`config.mk`:
```
export PLATFORM = sky130hd
export DESIGN_NAME = exc_entry_unit
export DESIGN_NICKNAME = d
export VERILOG_FILES = /design/src/rtl/exc_entry_unit.sv
export SDC_FILE = /design/constraint.sdc
export NUM_CORES = 1
export LEC_CHECK = 0
export ABC_AREA = 1
export CAP_MARGIN = 20
export CORE_ASPECT_RATIO = 1.25
export CORE_UTILIZATION = 40
export DETAILED_ROUTE_END_ITERATION = 16
export PLACE_DENSITY = 0.71
export REMOVE_ABC_BUFFERS = 1
export SYNTH_ARGS = -nofsm -noshare
export SYNTH_HDL_FRONTEND = slang
export SYNTH_SLANG_ARGS = --single-unit
```
`constraint.sdc`:
```
create_clock -name clk -period 1.4 [get_ports clk]
set_input_delay 0.21 -clock clk [delete_from_list [all_inputs] [get_ports clk]]
set_output_delay 0.21 -clock clk [all_outputs]
set_load 0.005 [all_outputs]
```
`src/rtl/exc_entry_unit.sv`:
```
module exc_entry_unit #(
  parameter int OFS_W = 20
) (
  input  logic             clk,
  input  logic             rst_n,
  input  logic             take_i,
  input  logic [OFS_W-1:0] take_off_i,
  input  logic [31:0]      next_pc_i,
  input  logic             ret_i,
  input  logic             sw_we_i,
  input  logic [1:0]       sw_sel_i,
  input  logic [31:0]      sw_wdata_i,
  output logic [31:0]      sw_rdata_o,
  output logic             redirect_o,
  output logic [31:0]      target_o,
  output logic [31:0]      mode_o
);
  localparam int PFX_W = 32 - OFS_W;

  function automatic logic [31:0] bb(input int n);
    return 32'h8000_0000 >> n;
  endfunction

  localparam logic [31:0] B_POW = bb(13);
  localparam logic [31:0] B_XLE = bb(15);
  localparam logic [31:0] B_EE  = bb(16);
  localparam logic [31:0] B_MCE = bb(19);
  localparam logic [31:0] B_PFX = bb(25);
  localparam logic [31:0] B_LE  = bb(31);
  localparam logic [31:0] SAVE_LD = bb(16) | bb(17) | bb(18) | bb(19) | bb(20) | bb(21) |
                                    bb(22) | bb(23) | bb(25) | bb(26) | bb(27) | bb(30) | bb(31);
  localparam logic [31:0] MODE_IMPL = SAVE_LD | B_POW | B_XLE;
  localparam logic [31:0] KEEP = B_XLE | B_MCE | B_PFX;

  localparam logic [1:0] SEL_MODE = 2'd0;
  localparam logic [1:0] SEL_SV0  = 2'd1;
  localparam logic [1:0] SEL_SV1  = 2'd2;

  logic [31:0] mode_q, sv0_q, sv1_q, tgt_q;
  logic        redir_q;

  wire [31:0] entry_mode = (mode_q & KEEP) | ((mode_q & B_XLE) != 0 ? B_LE : 32'h0);
  wire [PFX_W-1:0] pfx = (mode_q & B_PFX) != 0 ? {PFX_W{1'b1}} : {PFX_W{1'b0}};
  wire [31:0] entry_tgt = {pfx, take_off_i};

  always_ff @(posedge clk or negedge rst_n) begin
    if (!rst_n) begin
      mode_q  <= '0;
      sv0_q   <= '0;
      sv1_q   <= '0;
      tgt_q   <= '0;
      redir_q <= 1'b0;
    end else begin
      redir_q <= take_i | ret_i;
      if (take_i) begin
        sv0_q  <= next_pc_i;
        sv1_q  <= mode_q & SAVE_LD;
        mode_q <= entry_mode;
        tgt_q  <= entry_tgt;
      end else if (ret_i) begin
        mode_q <= sv1_q & MODE_IMPL;
        tgt_q  <= sv0_q;
      end else if (sw_we_i) begin
        case (sw_sel_i)
          SEL_MODE: mode_q <= sw_wdata_i & MODE_IMPL;
          SEL_SV0:  sv0_q  <= sw_wdata_i;
          SEL_SV1:  sv1_q  <= sw_wdata_i;
          default:  ;
        endcase
      end
    end
  end

  always_comb begin
    case (sw_sel_i)
      SEL_MODE: sw_rdata_o = mode_q;
      SEL_SV0:  sw_rdata_o = sv0_q;
      SEL_SV1:  sw_rdata_o = sv1_q;
      default:  sw_rdata_o = '0;
    endcase
  end

  assign redirect_o = redir_q;
  assign target_o   = tgt_q;
  assign mode_o     = mode_q;

  p_save0_r2: assert property (@(posedge clk) disable iff (!rst_n)
    take_i |=> sv0_q == $past(next_pc_i));

  p_save1_r3: assert property (@(posedge clk) disable iff (!rst_n)
    take_i |=> (sv1_q & ~SAVE_LD) == 32'h0);

  p_mode_r4: assert property (@(posedge clk) disable iff (!rst_n)
    take_i |=> (mode_o & ~(KEEP | B_LE)) == 32'h0 && (mode_o & B_EE) == 32'h0);

  p_redir_r5: assert property (@(posedge clk) disable iff (!rst_n)
    take_i |=> redirect_o && target_o[OFS_W-1:0] == $past(take_off_i));

  p_quiet_r5: assert property (@(posedge clk) disable iff (!rst_n)
    !(take_i || ret_i) |=> !redirect_o);

  p_return_r6: assert property (@(posedge clk) disable iff (!rst_n)
    (ret_i && !take_i) |=> redirect_o && target_o == $past(sv0_q) &&
                           mode_o == ($past(sv1_q) & MODE_IMPL));

  p_take_wins_r7: assert property (@(posedge clk) disable iff (!rst_n)
    (take_i && ret_i) |=> sv0_q == $past(next_pc_i));

  p_sw_blocked_r9: assert property (@(posedge clk) disable iff (!rst_n)
    (sw_we_i && ret_i && !take_i && sw_sel_i == SEL_SV0) |=> $stable(sv0_q));
endmodule

```
==> out/results.txt, run 1 <==
Nets@finish: 1121
Synth warnings: 0
CTS tree: done
Routed Antenna Nets: 0
Met1 WL: 7856 um
Area occupied by multi-input gates: 0.002615 mm^2
Synth Register Bits: 112
Kind of end point of the critical path: flip-flop
Initial core utilization: 41.27%
Core ar.: 0.01393 mm^2
Clock slew at reported path FFs: 0.07 ns
CP startpoint kind: primary input
WL met3: 1031 um
Crit Path Class: primary input to flip-flop
Leading area contributor after synthesis: dfrtp_1
Seq/Total Area, Yosys: 48.74%
WL met2: 9584 um
FF-to-FF Start: mode_o[6]$_DFFE_PN0P_
Seq pwr share: 43.0%
P per Cell Area: 1014 mW/mm^2
Sw frac: 27.04%
Synth cell types: 16
Post-detail-place hpwl: 12200 um
FMAX: 0.7299 GHz
Hold WS: 0.4066 ns
Synth-to-layout area growth: 50.30%
Worst path required time: 1.64 ns
Initial DRT Pass Iterations: 5
Post-DR vias/cell: 4.967
Combinational share of power: 22.5%
Storage element area: 0.002803 mm^2
Most common cell after layout, fill and taps aside: nand2_1
Max cap viols: 0
Arr. time, crit path: 1.61 ns
Diode count: 0
First-pass GRT wire length: 29720 um
Mapped cell area: 0.005751 mm^2
Grt ovf: 0
Maximum VDD drop: 572.4 uV
Worst hold path type: primary input to asynchronous set/reset pin
DR iter-0 viols: 387
Row count: 48
Clock skew: 0.008243 ns
GPL Wtd Cong: 0.8143
Final slew viol count: 0
H-tree depth: 3
Crit path from: ret_i
DR top layer: met4
Clk buf depth: 2
WL/cell: 15.52 um
Final setup violation count: 0
Vias: 6010
Most frequent cells in the layout: nand2_1, dfrtp_1, nand3_1
Initial antenna violation count: 0
Tmin final: 1.370 ns
Sw Pwr: 2371 uW
Ports: 188
P_int: 6397 uW
Final WL: 18780 um
Pin count of the biggest net entering global routing: 58
Input/output buffers: 170
Clk_lat worst skew: 0.35 ns
Clk sinks: 112
Vias in the first global route: 5941
Layout cells sized above 1: 15.17%
Area contributors post-synth: dfrtp_1, nand2_1, nand3_1, buf_4, buf_2
Unrepaired setup endpoints after global routing: true
Setup tns final: 0 ns
Area share of the largest cell type after synthesis: 48.74%
Global-route total usage across every layer: 26.19%
LEAKAGE: 0.004615 uW
Worst-path maximum fanout: 6
Power share of the clock group: 34.5%
Fillers: 1275
Die area: 0.01486 mm^2
Avg Cell Area, Syn: 7.126 um^2
Num CTS Buffers: 9
Root buffer cell: clkbuf_16
Status: completed
Final Hold Violating Endpoints: 0
Die Y: 136.1 um
DRC errors left: 0
Mapped Cells: 807
Die X: 109.2 um
Tcrit/Tclk final: 97.85%
==> power by group through the flow <==
stage / Combinational, uW / Sequential [uW] / Clock [uW]
floorplan: 640 / 3810 / 0
global placement: 1880 / 3840 / 0
detailed placement: 1900 / 3840 / 0
CTS: 1960 / 3760 / 3110
global route: 2180 / 3800 / 3220
finish: 1970 / 3770 / 3030
==> stage by stage <==
stage | power [uW] | setup WS [ns] | utilization, % | cell area [um^2] | std cells
floorplan | 4451 | -1.654 | - | 5449 | 756
global placement | 5717 | -0.6772 | 57.34 | 7989 | 1149
CTS | 8832 | -0.07202 | 62.06 | 8647 | 1202
global route | 9201 | -0.01931 | 62.03 | 8643 | 1210
detailed placement | 5743 | -0.6614 | 57.34 | 7989 | 1149
finish | 8768 | 0.03004 | 62.03 | 8643 | 1210
==> cell usage after synthesis <==
| master | number |
|---|---|
| buf_1 | 4 |
| buf_2 | 25 |
| buf_4 | 21 |
| clkbuf_1 | 17 |
| conb_1 | 1 |
| dfrtp_1 | 112 |
| inv_1 | 17 |
| inv_2 | 2 |
| nand2_1 | 452 |
| nand2_2 | 4 |
| nand3_1 | 106 |
| nor2_1 | 2 |
| nor2_2 | 3 |
| o211ai_1 | 11 |
| o21ai_0 | 12 |
| o21ai_1 | 18 |
==> final timing paths <==
path,end,slack [ns],cells past startpoint
min in group clk,target_o[3]$_DFFE_PN0P_,0.41,4
worst max-delay path,mode_o[13]$_DFFE_PN0P_,0.03,7
worst max register to register,sv1_q[6]$_DFFE_PN0P_,0.33,6
max in group asynchronous,sv0_q[5]$_DFFE_PN0P_,0.70,3
worst min-delay path,sv1_q[30]$_DFFE_PN0P_,0.41,3
worst min register to register,target_o[15]$_DFFE_PN0P_,0.49,2
==> flip-flops by register name (all words and copies together) (netlist names) <==
register    count
mode_o         15
redirect_o      1
sv0_q          32
sv1_q          32
target_o       32
==> worst max-delay path, stage by stage <==
cell             delay (ns)
clkdlybuf4s50_1        0.58
buf_4                  0.18
nor2_4                 0.05
nand2_2                0.16
clkinvlp_4             0.24
nand2_1                0.12
nand2_1                0.06
==> what timing repair did <==
action                                  4_1_cts  5_1_grt
endpoints found under the hold margin       112        0
buffers inserted                             33       11
pin swaps                                     9       14
gates cloned                                  4        1
endpoints found under the setup margin      113       36
hold buffers                                  1        0
gates resized for setup                     165       27
==> layer usage <==
metal	global-route usage, %	vias to the layer above
met5	0	-
met4	8.963	0
met3	3.020	19
met2	45.88	204
met1	33.16	2836
li1	-	2951
==> cells by family (layout without fill, tap and decap cells) <==
logic type,Yosys count,in the layout,synth area share [%]
flops,112,112,48.74
other cells,1,17,0.06521
simple gates,567,567,39.62
compound gates,41,41,4.047
buf+inv,86,298,7.528
==> cell type report <==
| type | count | area share, % |
|---|---|---|
| clock buffers | 10 | 2.765 |
| clock inverters | 6 | 1.332 |
| inverters | 19 | 0.8830 |
| multi-input cells | 625 | 30.25 |
| flip-flops and latches | 112 | 32.43 |
| well taps | 175 | 2.533 |
| repair buffers | 262 | 29.72 |
| repair inverters | 1 | 0.08686 |
No activity file was read; power rests on OpenSTA's default activity.
==> inputs of run 2 (changes only) <==
--- a/config.mk
+++ b/config.mk
@@ -12,6 +12,7 @@
 export DETAILED_ROUTE_END_ITERATION = 16
 export PLACE_DENSITY = 0.71
 export REMOVE_ABC_BUFFERS = 1
+export SETUP_SLACK_MARGIN = 0.15
 export SYNTH_ARGS = -nofsm -noshare
 export SYNTH_HDL_FRONTEND = slang
 export SYNTH_SLANG_ARGS = --single-unit
==> run 2 against run 1 <==
Count of clock-buffer cells in the layout stayed put. Final cell count is 1.8% higher. Sequential share of layout area is 1.4 points lower. Largest cell class is now buffers. Largest power group unchanged. Highest routed layer unchanged.
==> out/results.txt, run 2 (same netlist as run 1, synthesis figures left out) <==
Final Hold Violating Endpoints: 0
Vias in the first global route: 6038
FMAX: 0.7151 GHz
Arr. time, crit path: 1.19 ns
LEAKAGE: 0.004811 uW
CTS tree: done
Post-detail-place hpwl: 12200 um
Kind of end point of the critical path: output port
Vias: 6173
Clk_lat worst skew: 0.34 ns
Ports: 188
Tmin final: 1.398 ns
Clk sinks: 112
WL/cell: 15.95 um
Setup tns final: 0 ns
Final instance area: 0.009044 mm^2
CP startpoint kind: primary input
Clk buf depth: 2
Status: completed
Max cap viols: 0
Core ar.: 0.01393 mm^2
Slowest library cell on the worst path: buf_4
Final slew viol count: 0
Clock slew at reported path FFs: 0.07 ns
DRC errors left: 0
Grt ovf: 0
Critical Path, Cell by Cell: buf_4 > inv_2 > nor2_4 > buf_12 > buf_12 > buf_16 > buf_4 > nand2_2 > nand2_1 > buf_2
Die area: 0.01486 mm^2
Pin count of the biggest net entering global routing: 58
Hold WS: 0.4075 ns
Most common cell after layout, fill and taps aside: nand2_1
Root buffer cell: clkbuf_16
Input/output buffers: 170
Initial core utilization: 41.27%
Nets@finish: 1143
Routed Antenna Nets: 0
Tcrit/Tclk final: 99.88%
Die Y: 136.1 um
DP Area: 0.007989 mm^2
CP delay by family, top: buffers and inverters
Initial antenna violation count: 0
Layout cells sized above 1: 20.62%
Fillers: 1217
Worst hold path type: primary input to asynchronous set/reset pin
Buf/Inv on CP: 7
Crit. path cell count: 10
Global-route total usage across every layer: 26.44%
Worst slack at placement: -0.6614 ns
Worst reg-to-reg path cell count: 6
Num CTS Buffers: 9
Most frequent cells in the layout: nand2_1, dfrtp_1, nand3_1
Row count: 48
P per Cell Area: 990.9 mW/mm^2
Final setup violation count: 0
Total power: 8961 uW
Crit Path Class: primary input to output port
Clock skew: 0.007737 ns
GPL Wtd Cong: 0.8143
Post-DR vias/cell: 5.011
DR iter-0 viols: 392
Initial DRT Pass Iterations: 5
Slowest Stage Delay on Critical Path: 0.14 ns
Synth-to-layout area growth: 57.27%
H-tree depth: 3
Worst-path maximum fanout: 5
Final WL: 19650 um
First-pass GRT wire length: 30020 um
Worst path required time: 1.19 ns
Unrepaired setup endpoints after global routing: true
Maximum VDD drop: 568.4 uV
Die X: 109.2 um
Post-route worst setup slack: 0.001649 ns
Diode count: 0
[run 2: cell count changes in the layout (fill, tap and decap cells not counted), sizes merged]
cell,previous run,this run
clkdlybuf4s50,86,84
clkdlybuf4s15,4,11
clkinvlp,2,1
clkbuf,17,14
dlygate4sd2,49,32
buf,114,152
[run 2: stage by stage]
stage	std cells	utilization, %
after global placement	1149	57.34
final	1232	64.91
after global routing	1232	64.91
after CTS	1214	62.56
after detailed placement	1149	57.34
after floorplan	756	-
[run 2: worst register-to-register path: cells and delay by family (launching register included)]
kind,cells,cell delay (ns)
AND/OR/NAND/NOR,4,0.25
flip-flops,1,0.43
buffers and inverters,2,0.31
[run 2: final timing paths]
check | startpoint | endpoint | slack [ns]
min reg2reg | target_o[15]$_DFFE_PN0P_ | target_o[15]$_DFFE_PN0P_ | 0.49
min | rst_n | sv1_q[30]$_DFFE_PN0P_ | 0.41
max in group asynchronous | rst_n | mode_o[0]$_DFFE_PN0P_ | 0.69
min in group clk | take_i | target_o[3]$_DFFE_PN0P_ | 0.41
max | sw_sel_i[1] | sw_rdata_o[30] | 0.002
max reg2reg | mode_o[6]$_DFFE_PN0P_ | sv1_q[6]$_DFFE_PN0P_ | 0.31
[run 2: repair_timing]
item / CTS / global route
endpoints found under the hold margin: 112 / 0
endpoints found under the setup margin: 180 / 98
setup buffers: 44 / 14
pin swaps: 23 / 14
hold buffers: 1 / 0
resized for setup: 250 / 33
gates cloned: 4 / 4
[run 2: layout make-up]
type                       count  area (um^2)  area share [%]
timing repair buffer         285         2882           31.86
sequential                   112         2803           30.99
multi-input combinational    625         2710           29.97
clock buffer                  10        239.0           2.643
tap                          175        219.0           2.421
clock inverter                 6        115.1           1.273
inverter                      19        76.32          0.8439
[run 2: routing by layer]
metal | track usage (%) | vias to the layer above | wire (um) | part of all wire [%]
li1 | - | 3009 | - | -
met5 | 0 | - | 0 | 0
met1 | 32.80 | 2908 | 8052 | 41
met3 | 3.356 | 25 | 1232 | 6.3
met4 | 10.81 | 0 | 340 | 1.7
met2 | 46.02 | 231 | 10020 | 51
[run 2: report_power, final]
part | switching [uW] | internal, uW | leakage, uW
logic | 995 | 1150 | 0.00321
registers | 227 | 3550 | 0.00143
clock network | 1220 | 1810 | 0.000175
